[src/rtl/texf_pkg.sv]
`timescale 1ns/1ps
package texf_pkg;
  localparam int TEXEL_W  = 16;
  localparam int NARROW_W = 8;

  typedef enum logic {ADDR_CLAMP = 1'b0, ADDR_WRAP = 1'b1} addr_mode_e;
  typedef enum logic {FILT_NEAREST = 1'b0, FILT_LINEAR = 1'b1} filter_e;
endpackage

[src/rtl/tex_addr_gen.sv]
`timescale 1ns/1ps
module tex_addr_gen
  import texf_pkg::*;
#(
  parameter int INT_W  = 8,
  parameter int FRAC_W = 8,
  parameter int LOG2_N = 6
) (
  input  logic [INT_W+FRAC_W-1:0]  coord,
  input  addr_mode_e               mode,
  input  filter_e                  filt,
  output logic [1:0][LOG2_N-1:0]   idx,
  output logic [FRAC_W:0]          weight
);
  localparam int CW = INT_W + FRAC_W;
  localparam int SW = CW + 1;
  localparam int BW = INT_W + 2;
  localparam logic signed [BW-1:0] LAST = BW'((1 << LOG2_N) - 1);
  localparam logic [SW-1:0] HALF = SW'(1) << (FRAC_W - 1);

  logic [SW-1:0]          shifted;
  logic signed [BW-1:0]   tap [2];

  function automatic logic [LOG2_N-1:0] fold(input logic signed [BW-1:0] i,
                                             input addr_mode_e m);
    if (m == ADDR_WRAP) return i[LOG2_N-1:0];
    if (i < 0)          return '0;
    if (i > LAST)       return LAST[LOG2_N-1:0];
    return i[LOG2_N-1:0];
  endfunction

  // Tap selection: centre offset of one half in linear mode
  always_comb begin
    shifted = {1'b0, coord} - HALF;
    if (filt == FILT_LINEAR) begin
      tap[0] = {shifted[SW-1], shifted[SW-1:FRAC_W]};
      weight = {1'b0, shifted[FRAC_W-1:0]};
    end else begin
      tap[0] = {2'b00, coord[CW-1:FRAC_W]};
      weight = '0;
    end
    tap[1] = tap[0] + BW'(1);
  end

  for (genvar t = 0; t < 2; t++) begin : g_tap
    assign idx[t] = fold(tap[t], mode);
  end

  always_comb begin
    if (mode == ADDR_CLAMP && tap[0] < 0)
      assert_clamp_floor_R5: assert (idx[0] == '0);
    if (mode == ADDR_CLAMP && tap[1] > LAST)
      assert_clamp_ceiling_R5: assert (idx[1] == LAST[LOG2_N-1:0]);
    if (mode == ADDR_WRAP)
      assert_wrap_adjacent_R6: assert (idx[1] == idx[0] + LOG2_N'(1));
  end
endmodule

[src/rtl/tex_texel_norm.sv]
`timescale 1ns/1ps
module tex_texel_norm
  import texf_pkg::*;
#(
  parameter int OUT_FRAC = 14,
  parameter int OUT_W    = 16
) (
  input  logic [TEXEL_W-1:0]       raw,
  input  logic                     wide,
  output logic signed [OUT_W-1:0]  norm_out
);
  localparam logic signed [OUT_W-1:0] ONE = OUT_W'(1) << OUT_FRAC;
  localparam logic [31:0] MAX_N = 32'((1 << (NARROW_W - 1)) - 1);
  localparam logic [31:0] MAX_W = 32'((1 << (TEXEL_W - 1)) - 1);

  logic signed [TEXEL_W-1:0] v;
  logic                      is_min;
  logic [TEXEL_W-1:0]        mag;
  logic [31:0]               num;
  logic [OUT_W-1:0]          q;

  always_comb begin
    if (wide) begin
      v      = raw;
      is_min = (raw == {1'b1, {(TEXEL_W-1){1'b0}}});
    end else begin
      v      = {{(TEXEL_W-NARROW_W){raw[NARROW_W-1]}}, raw[NARROW_W-1:0]};
      is_min = (raw[NARROW_W-1:0] == {1'b1, {(NARROW_W-1){1'b0}}});
    end
    mag = v[TEXEL_W-1] ? TEXEL_W'(-v) : TEXEL_W'(v);
    num = ({16'd0, mag} << (OUT_FRAC + 1)) + (wide ? MAX_W : MAX_N);
    q   = wide ? OUT_W'(num / (MAX_W << 1)) : OUT_W'(num / (MAX_N << 1));
    if (is_min)              norm_out = -ONE;
    else if (v[TEXEL_W-1])   norm_out = -$signed(q);
    else                     norm_out = $signed(q);
  end

  always_comb begin
    assert_norm_range_R8: assert (norm_out <= ONE && norm_out >= -ONE);
    if (v < 0) assert_norm_sign_R9: assert (norm_out <= 0);
    else       assert_norm_sign_pos_R9: assert (norm_out >= 0);
  end
endmodule

[src/rtl/tex_fetch_filter.sv]
`timescale 1ns/1ps
module tex_fetch_filter
  import texf_pkg::*;
#(
  parameter int INT_W    = 8,
  parameter int FRAC_W   = 8,
  parameter int LOG2_N   = 6,
  parameter int OUT_FRAC = 14,
  parameter int OUT_W    = 16
) (
  input  logic                      clk,
  input  logic                      rst_n,
  input  logic                      tex_we,
  input  logic [LOG2_N-1:0]         tex_waddr,
  input  logic [15:0]               tex_wdata,
  input  logic                      req_valid,
  input  logic [INT_W+FRAC_W-1:0]   req_coord,
  input  logic                      req_wrap,
  input  logic                      req_linear,
  input  logic                      req_wide,
  output logic                      out_valid,
  output logic [OUT_W-1:0]          out_value
);
  localparam int N     = 1 << LOG2_N;
  localparam int WW    = FRAC_W + 1;
  localparam int ACC_W = OUT_W + FRAC_W + 3;
  localparam logic [FRAC_W+1:0] FULL = (FRAC_W+2)'(1) << FRAC_W;
  localparam logic signed [ACC_W-1:0] ROUND_C = ACC_W'(1) << (FRAC_W - 1);

  // Reset: asserted asynchronously, released on the clock
  logic rst_meta, rst_int;
  always_ff @(posedge clk or negedge rst_n) begin
    if (!rst_n) begin
      rst_meta <= 1'b0;
      rst_int  <= 1'b0;
    end else begin
      rst_meta <= 1'b1;
      rst_int  <= rst_meta;
    end
  end

  // Texel store
  logic [TEXEL_W-1:0] tex_mem [N];
  always_ff @(posedge clk) begin
    if (tex_we) tex_mem[tex_waddr] <= tex_wdata;
  end

  // Stage 1: tap indices and weight
  logic [1:0][LOG2_N-1:0] idx_nxt, s1_idx;
  logic [WW-1:0]          w_nxt, s1_w;
  logic                   s1_valid, s1_wide;

  tex_addr_gen #(.INT_W(INT_W), .FRAC_W(FRAC_W), .LOG2_N(LOG2_N)) u_addr (
    .coord  (req_coord),
    .mode   (addr_mode_e'(req_wrap)),
    .filt   (filter_e'(req_linear)),
    .idx    (idx_nxt),
    .weight (w_nxt)
  );

  always_ff @(posedge clk or negedge rst_int) begin
    if (!rst_int) s1_valid <= 1'b0;
    else          s1_valid <= req_valid;
  end
  always_ff @(posedge clk) begin
    if (req_valid) begin
      s1_idx  <= idx_nxt;
      s1_w    <= w_nxt;
      s1_wide <= req_wide;
    end
  end

  // Stage 2: texel reads
  logic [TEXEL_W-1:0] rd_nxt [2];
  logic [TEXEL_W-1:0] s2_tex [2];
  logic [WW-1:0]      s2_w;
  logic               s2_valid, s2_wide;

  always_comb begin
    for (int t = 0; t < 2; t++) rd_nxt[t] = tex_mem[s1_idx[t]];
  end
  always_ff @(posedge clk or negedge rst_int) begin
    if (!rst_int) s2_valid <= 1'b0;
    else          s2_valid <= s1_valid;
  end
  always_ff @(posedge clk) begin
    if (s1_valid) begin
      for (int t = 0; t < 2; t++) s2_tex[t] <= rd_nxt[t];
      s2_w    <= s1_w;
      s2_wide <= s1_wide;
    end
  end

  // Stage 3: normalize and blend
  logic signed [OUT_W-1:0]  tap_norm [2];
  logic signed [FRAC_W+1:0] w_lo, w_hi;
  logic signed [ACC_W-1:0]  acc;
  logic [OUT_W-1:0]         blend_nxt;

  for (genvar t = 0; t < 2; t++) begin : g_norm
    tex_texel_norm #(.OUT_FRAC(OUT_FRAC), .OUT_W(OUT_W)) u_norm (
      .raw      (s2_tex[t]),
      .wide     (s2_wide),
      .norm_out (tap_norm[t])
    );
  end

  always_comb begin
    w_lo      = $signed({1'b0, s2_w});
    w_hi      = $signed(FULL - {1'b0, s2_w});
    acc       = w_hi * tap_norm[0] + w_lo * tap_norm[1] + ROUND_C;
    blend_nxt = OUT_W'(acc >>> FRAC_W);
  end

  always_ff @(posedge clk or negedge rst_int) begin
    if (!rst_int) out_valid <= 1'b0;
    else          out_valid <= s2_valid;
  end
  always_ff @(posedge clk) begin
    if (s2_valid) out_value <= blend_nxt;
  end

  // Checks
  always_comb begin
    if (s2_valid) begin
      assert_blend_bounds_R7: assert (
        $signed(blend_nxt) >= ((tap_norm[0] < tap_norm[1]) ? tap_norm[0] : tap_norm[1]) &&
        $signed(blend_nxt) <= ((tap_norm[0] > tap_norm[1]) ? tap_norm[0] : tap_norm[1]));
    end
  end

  logic [1:0] since_rst;
  always_ff @(posedge clk or negedge rst_int) begin
    if (!rst_int)              since_rst <= 2'd0;
    else if (since_rst != 2'd3) since_rst <= since_rst + 2'd1;
  end

  assert_latency_R2: assert property (@(posedge clk) disable iff (!rst_int)
    (since_rst == 2'd3) |-> (out_valid == $past(req_valid, 3)));

  assert_nearest_unweighted_R3: assert property (@(posedge clk) disable iff (!rst_int)
    (req_valid && !req_linear) |=> (s1_w == '0));

  assert_weight_span_R4: assert property (@(posedge clk) disable iff (!rst_int)
    s1_valid |-> (s1_w < WW'(FULL)));
endmodule

[config.mk]
export PLATFORM = sky130hd
export DESIGN_NAME = tex_fetch_filter
export DESIGN_NICKNAME = d
export VERILOG_FILES = /design/src/rtl/texf_pkg.sv /design/src/rtl/tex_addr_gen.sv /design/src/rtl/tex_texel_norm.sv /design/src/rtl/tex_fetch_filter.sv
export SDC_FILE = /design/constraint.sdc
export NUM_CORES = 2
export LEC_CHECK = 0
export CAP_MARGIN = 5
export CORE_AREA = 2 2 612 462
export CTS_BUF_LIST = sky130_fd_sc_hd__clkbuf_4 sky130_fd_sc_hd__clkbuf_8
export DETAILED_ROUTE_END_ITERATION = 16
export DIE_AREA = 0 0 614 464
export PLACE_DENSITY = 0.53
export SLEW_MARGIN = 20
export SYNTH_ARGS = -nofsm -noshare
export SYNTH_HDL_FRONTEND = slang
export SYNTH_SLANG_ARGS = --single-unit
[constraint.sdc]
create_clock -name clk -period 0.9 [get_ports clk]
set_clock_uncertainty 0.05 [all_clocks]
set_input_delay 0.18 -clock clk [delete_from_list [all_inputs] [get_ports clk]]
set_output_delay 0.18 -clock clk [all_outputs]
set_load 0.02 [all_outputs]
# Word level (Yosys, flattened, before mapping)
# Memories as Yosys holds them, arrays and structs flattened. A register that Yosys moved wholly into a read port is not among the register bits.
# Cells that the tools add are included.
[classes] n_lt_le_gt_ge=4 div=4 mux=43 mul=2 add_sub_neg=11 eq_ne=4
[op_table] cell="$mux 16" n=10
[op_table] cell="$mux 6" n=14
[op_table] cell="$div 32x16->32 const B" n=2
[op_table] cell="$div 32x8->32 const B" n=2
[op_table] cell="$neg 16->16" n=4
[op_table] cell="$mul 10x16->24" n=2
[op_table] cell="$add 31x15->32" n=1
[op_table] cell="$add 31x32->32" n=1
[op_table] cell="$eq 16x16->1 const B" n=2
[op_table] cell="$add 24x24->24" n=1
[op_table] cell="$add 24x9->24 const B" n=1
[op_table] cell="$gt 10x7->1 const B" n=2
[op_table] cell="$lt 10x1->1 const B" n=2
[op_table] cell="$mux 1" n=17
[op_table] cell="$sub 16x8->17 const B" n=1
[op_table] cell="$eq 8x8->1 const B" n=2
[op_table] cell="$mux 15" n=1
[op_table] cell="$add 10x2->10 const B" n=1
[op_table] cell="$mux 10" n=1
[op_table] cell="$sub 9x9->10 const A" n=1
[totals] register_bits=53 output_inout_bits=17 word_cells=83 mem_count=2 ram_bits=1056
[memory_table] name="tex_mem" words=64 width=16 rd=2 rd_ports_with_merged_regs=2 write_ports=1 line_no="tex_fetch_filter.sv:43" source="logic [TEXEL_W-1:0] tex_mem [N];"
[memory_table] name="s2_tex" words=2 width=16 rd=2 rd_ports_with_merged_regs=0 write_ports=2 line_no="tex_fetch_filter.sv:75" source="logic [TEXEL_W-1:0] s2_tex [2];"

# Logic depth before layout (Yosys ltp)
# An unclocked memory read counts as a cell.
[depth] word_depth=13 mapped_depth=339 mapped_depth_nobuf=309

# Cells and area by module
# Synthesis repeated with hierarchy kept, for this count alone.
[unflattened] hier_cells=9188 area_unflattened_um2=101125.7
[by_module_without_submodules] mod="tex_fetch_filter" cells_each=3221 n_inst=1 seq_area_each_um2=33517.1 area_each_um2=60584.4
[by_module_without_submodules] mod="tex_texel_norm (g_norm[0].u_norm)" cells_each=2889 n_inst=1 seq_area_each_um2=0.0 area_each_um2=19919.1
[by_module_without_submodules] mod="tex_texel_norm (g_norm[1].u_norm)" cells_each=2968 n_inst=1 seq_area_each_um2=0.0 area_each_um2=19916.6
[by_module_without_submodules] mod="tex_addr_gen" cells_each=110 n_inst=1 seq_area_each_um2=0.0 area_each_um2=705.7

# Least setup slack after synthesis
# No wires, ideal clock.
[synth_path] path_kind="register to register" start="register s2_wide" end="register out_value[15], data pin" period_less_slack_ns=68.403 stages_incl_launch_ff=314 setup_time_ns=0.266 arrival_time_ns=68.087 n_path_buf=46 setup_slack_ns=-67.503 path_cell_list="edfxtp_1 buf_4 buf_6 buf_6 buf_6 buf_2 clkbuf_1 clkbuf_1 clkbuf_1 clkbuf_1 buf_1 buf_2 buf_1 inv_1 ha_1 nor2b_1 a21o_1 ha_1 (+278 left out) o21a_1 o21a_1 o21a_1 o21a_1 o21a_1 o21a_1 o21a_1 o21a_1 o21a_1 o21a_1 o21a_1 o21a_1 o21a_1 o21a_1 nor2_1 xnor2_1 xnor2_1 xnor2_1"
[synth_between] elab_chain_cells=12
[synth_rtl] element="start, declared" line_no="tex_fetch_filter.sv:77" source="logic s2_valid, s2_wide;"
[synth_rtl] element="start signal, assigned" line_no="tex_fetch_filter.sv:90" source="s2_wide <= s1_wide;"
[synth_rtl] element="$mux 16" line_no="tex_texel_norm.sv:23" source="if (wide) begin"
[synth_rtl] element="$neg 16->16" line_no="tex_texel_norm.sv:30" source="mag = v[TEXEL_W-1] ? TEXEL_W'(-v) : TEXEL_W'(v);"
[synth_rtl] element="$mux 16" line_no="tex_texel_norm.sv:30"
[synth_rtl] element="$add 31x32->32 or $add 31x15->32 (tied branches)" line_no="tex_texel_norm.sv:31" source="num = ({16'd0, mag} << (OUT_FRAC + 1)) + (wide ? MAX_W : MAX_N);"
[synth_rtl] element="$div 32x8->32 or $div 32x16->32 (tied branches)" line_no="tex_texel_norm.sv:32" source="q = wide ? OUT_W'(num / (MAX_W << 1)) : OUT_W'(num / (MAX_N << 1));"
[synth_rtl] element="$mux 16" line_no="tex_texel_norm.sv:32"
[synth_rtl] element="$neg 16->16" line_no="tex_texel_norm.sv:34" source="else if (v[TEXEL_W-1]) norm_out = -$signed(q);"
[synth_rtl] element="$mux 16" line_no="tex_texel_norm.sv:34"
[synth_rtl] element="$mux 16" line_no="tex_texel_norm.sv:33" source="if (is_min) norm_out = -ONE;"
[synth_rtl] element="$mul 10x16->24" line_no="tex_fetch_filter.sv:111" source="acc = w_hi * tap_norm[0] + w_lo * tap_norm[1] + ROUND_C;"
[synth_rtl] element="$add 24x24->24 (*)" line_no="tex_fetch_filter.sv:111"
[synth_rtl] element="$add 24x9->24 (*)" line_no="tex_fetch_filter.sv:111"
[synth_rtl] element="net acc[23]" line_no="tex_fetch_filter.sv:97" source="logic signed [ACC_W-1:0] acc;"
[synth_rtl] element="end signal, assigned" line_no="tex_fetch_filter.sv:120" source="if (s2_valid) out_value <= blend_nxt;"
[synth_rtl] element="end, declared" line_no="tex_fetch_filter.sv:22" source="output logic [OUT_W-1:0] out_value"
# The timed path passes the listed nets; every way through them passes the cells marked *.
# A chain may end at the register's enable or synchronous reset.

# Worst setup path after layout
# Ends and elaborated chain as after synthesis.

==> results by group <==
Timing
  • Final Hold Fails: 71
  • Final setup viols: 128
  • Max Freq: 0.01950 GHz
  • Worst setup slack after layout: -50.38 ns
  • Final-report max-slew violation count: 0
  • WHS: -0.1138 ns
  • Fin Setup TNS: -882.84 ns
  • RSZ-0062 raised after global routing: yes
  • Min Tclk post-route: 51.28 ns
  • Least-Margin Pin Slew: 0.9791 ns
  • Relative slew slack: 34.73%
  • Final period util: 5698%

Worst setup path
  • R2r setup slk: -50.38 ns
  • Reg-to-reg startpoint: s2_wide
  • CP Capture Type: flop
  • Setup crit start: s2_wide
  • Req. time, crit path: 1.50 ns
  • CP dominant cell by count: a21o_1
  • Critical-path top delay cell: fa_2
  • R2R depth: 291
  • Startpoint Class: flop
  • Kind of cell adding the most delay to the critical path: compound AO/OA/AOI/OAI gates
  • Reg-to-reg critical path endpoint: out_value[15]
  • Largest stage delay, worst path: 0.56 ns
  • CP arrival: 51.88 ns
  • CP Buf/Inv Count: 27
  • CP Class: flop to flop
  • Crit path max fanout: 16

Clock network
  • # H-tree levels: 4
  • Later-pin clock latency in the skew report: 1.00 ns
  • Clock Tree Root: clkbuf_8
  • CTS tree: yes
  • Worst-path clk slew: 0.07 ns
  • CTS Buf Count: 180
  • Clk sinks: 1119
  • Longest Clk Path Bufs: 4

Global routing
  • Global-route wire length before repair: 565000 um
  • GRT Overall Usage: 25.82%
  • Initial antenna violation count: 23
  • Global route overflow: 0
  • Vias in the first global route: 90510
  • Largest net degree at the start of global routing: 57

Die
  • Die area: 284900 sq um
  • CORE AREA: 278500 sq um
  • Starting Density: 34.89%
  • I/O pins: 62
  • Overall die width: 614 um
  • Row count: 168
  • Die Y: 464 um

Detailed routing
  • Final WL: 380700 um
  • First drt pass iteration count: 6
  • DRC: 0
  • Drt wl/cell: 23.27 um
  • Vias: 91700
  • Vias/cell: 5.605
  • Initial DRC Count: 9392
  • Antenna-violating nets left: 0

Final layout
  • Leading cell type in the layout, fill and taps excluded: buf_4
  • Final Net Count: 13250
  • Core Util, Final: 51.15%
  • Area grow syn2layout: 46.61%
  • Layout fillers: 24440
  • Share of layout cells above drive strength 1: 47.07%
  • Commonest non-fill, non-tap cells in the layout: 3451 x buf_4, 1102 x edfxtp_1, 672 x mux4_2
  • Post-route cell area: 142500 sq um

Outcome
  • Failing checks: hold timing, setup timing
  • Status: finished, violations left

Synth
  • Seq cells post-synth: 1119
  • Synthesis Warnings: 0
  • Synth Cell Area: 97180 sq um
  • Dominant synthesized flop cell: edfxtp_1
  • Synth Instances: 8787
  • Synth unique cells: 155
  • Asr flop ratio synth: 0.4468%
  • EDFF count, synth: 1102
  • Sequential element share of the synthesized area: 34.43%
  • Synth Area per Inst: 11.06 sq um

Worst hold path
  • Worst hold start: tex_waddr[0]
  • Hold Path End: tex_mem[32][13]
  • Worst hold stages: 4
  • HP Class: primary input to flop

Job
  • Max Cap Viol: 0

Placed design
  • Post-DP HPWL: 287700 um
  • IO Port Bufs: 61
  • DP Area: 129400 sq um
  • RD Place Congestion: 0.9716
[worst register-to-register path, delay by kind of cell (launching register included)]
| family | cells | cell delay, ns |
|---|---|---|
| AO/OA/AOI/OAI | 135 | 22.82 |
| AND/OR/NAND/NOR | 80 | 11.04 |
| adder cells (fa/ha/maj) | 32 | 9.23 |
| buffers and inverters | 27 | 3.72 |
| multiplexers | 7 | 2.36 |
| XOR/XNOR | 10 | 1.45 |
| flip-flops | 1 | 0.44 |
[area by class of cell]
class | instances | area, sq um | area share, %
Multi-Input combinational cell | 6795 | 65800 | 46.18
Sequential cell | 1119 | 33490 | 23.51
Timing Repair Buffer | 3876 | 33160 | 23.28
Tap cell | 3740 | 4679 | 3.284
Clock buffer | 232 | 2880 | 2.022
Inverter | 513 | 1986 | 1.394
Clock inverter | 76 | 452.9 | 0.3179
Antenna cell | 9 | 22.52 | 0.01581
Timing Repair inverter | 1 | 5.005 | 0.003513
[metal layers]
metal	vias to the layer above	global-route usage, %	wire (um)	part of all wire, %
met2	4060	37.79	161300	42
met5	-	0	93	0.024
met1	45690	38.56	172400	45
met3	563	5.508	36790	9.7
met4	14	6.267	10150	2.7
li1	41370	-	-	-
[worst max-delay path by stage]
stage	slack, ns	endpoint	cells past startpoint
floorplan	-58.49	out_value[15]	310
global route	-52.62	out_value[15]	301
global placement	-56.25	out_value[15]	287
detailed placement	-56.55	out_value[15]	283
CTS	-50.09	out_value[15]	292
finish	-50.38	out_value[15]	291
[per-stage QoR]
step	instances	worst slack, ns	hold WS, ns
2_1_floorplan	8794	-58.49	-0.1656
3_3_place_gp	15540	-56.25	0.01460
3_5_place_dp	15540	-56.55	0.005624
4_1_cts	16190	-50.09	-0.06858
5_1_grt	16360	-52.62	-0.1446
6_report	16360	-50.38	-0.1138
[flip-flops by register name (all words and copies together) (netlist names), named ones only]
register   flops
s1_valid       1
out_value     16
rst_int        1
s2_valid       1
s2_wide        1
s1_w           8
s1_wide        1
s2_tex        32
rst_meta       1
s1_idx        12
s2_w           8
tex_mem     1024
out_valid      1
[cell usage after synthesis, types with 47 or more instances]
master    count  area (sq um)
fa_1        258          5165
nor3_1      211          1056
mux2i_1      57         570.6
xor2_1      208          1822
a21oi_1     469          2347
nor2_1      704          2643
nand4_1     107         669.4
or3_1        66         412.9
and3_1      113         706.9
o21bai_1     47         352.8
or2_2        48         300.3
ha_1        457          5718
edfxtp_1   1102         33090
inv_1       504          1892
nand3_1     224          1121
xnor2_1     348          3048
a21o_1      220          1652
nand2_1     642          2410
a211oi_1     64         480.5
and2_1      106         663.1
buf_1        80         300.3
o31ai_1      53         397.9
nor4_1       55         344.1
nand2b_1     97         606.8
mux4_2      672         15130
mux2_2       96          1081
clkbuf_1    230         863.3
o211ai_1     59         442.9
o21ai_0     311          1556
a31oi_1     115         719.4
nor2b_1     102         638.1
o21a_1       83         623.1
[repair_timing]
item	CTS	global route
endpoints found under the hold margin	1068	100
resized for setup	643	566
cloned	26	13
setup buffers	296	153
pin swaps	361	349
endpoints found under the setup margin	1148	1148
hold buffers	28	1
[cell families (layout without fill, tap and decap cells)]
group | Yosys count | after routing | share of synthesized area (%)
simple gates | 2720 | 2720 | 14.28
xor+xnor | 568 | 568 | 5.225
fa+ha+maj | 719 | 719 | 11.24
other cells | 2 | 18 | 0.007728
mux | 835 | 835 | 17.45
compound gates | 1943 | 1944 | 13.81
buf+inv | 881 | 4698 | 3.560
flops | 1119 | 1119 | 34.43
Power is left out: the tool's default activity adds up to more than one toggle a clock period on the data nets, which glitch-free logic cannot reach.
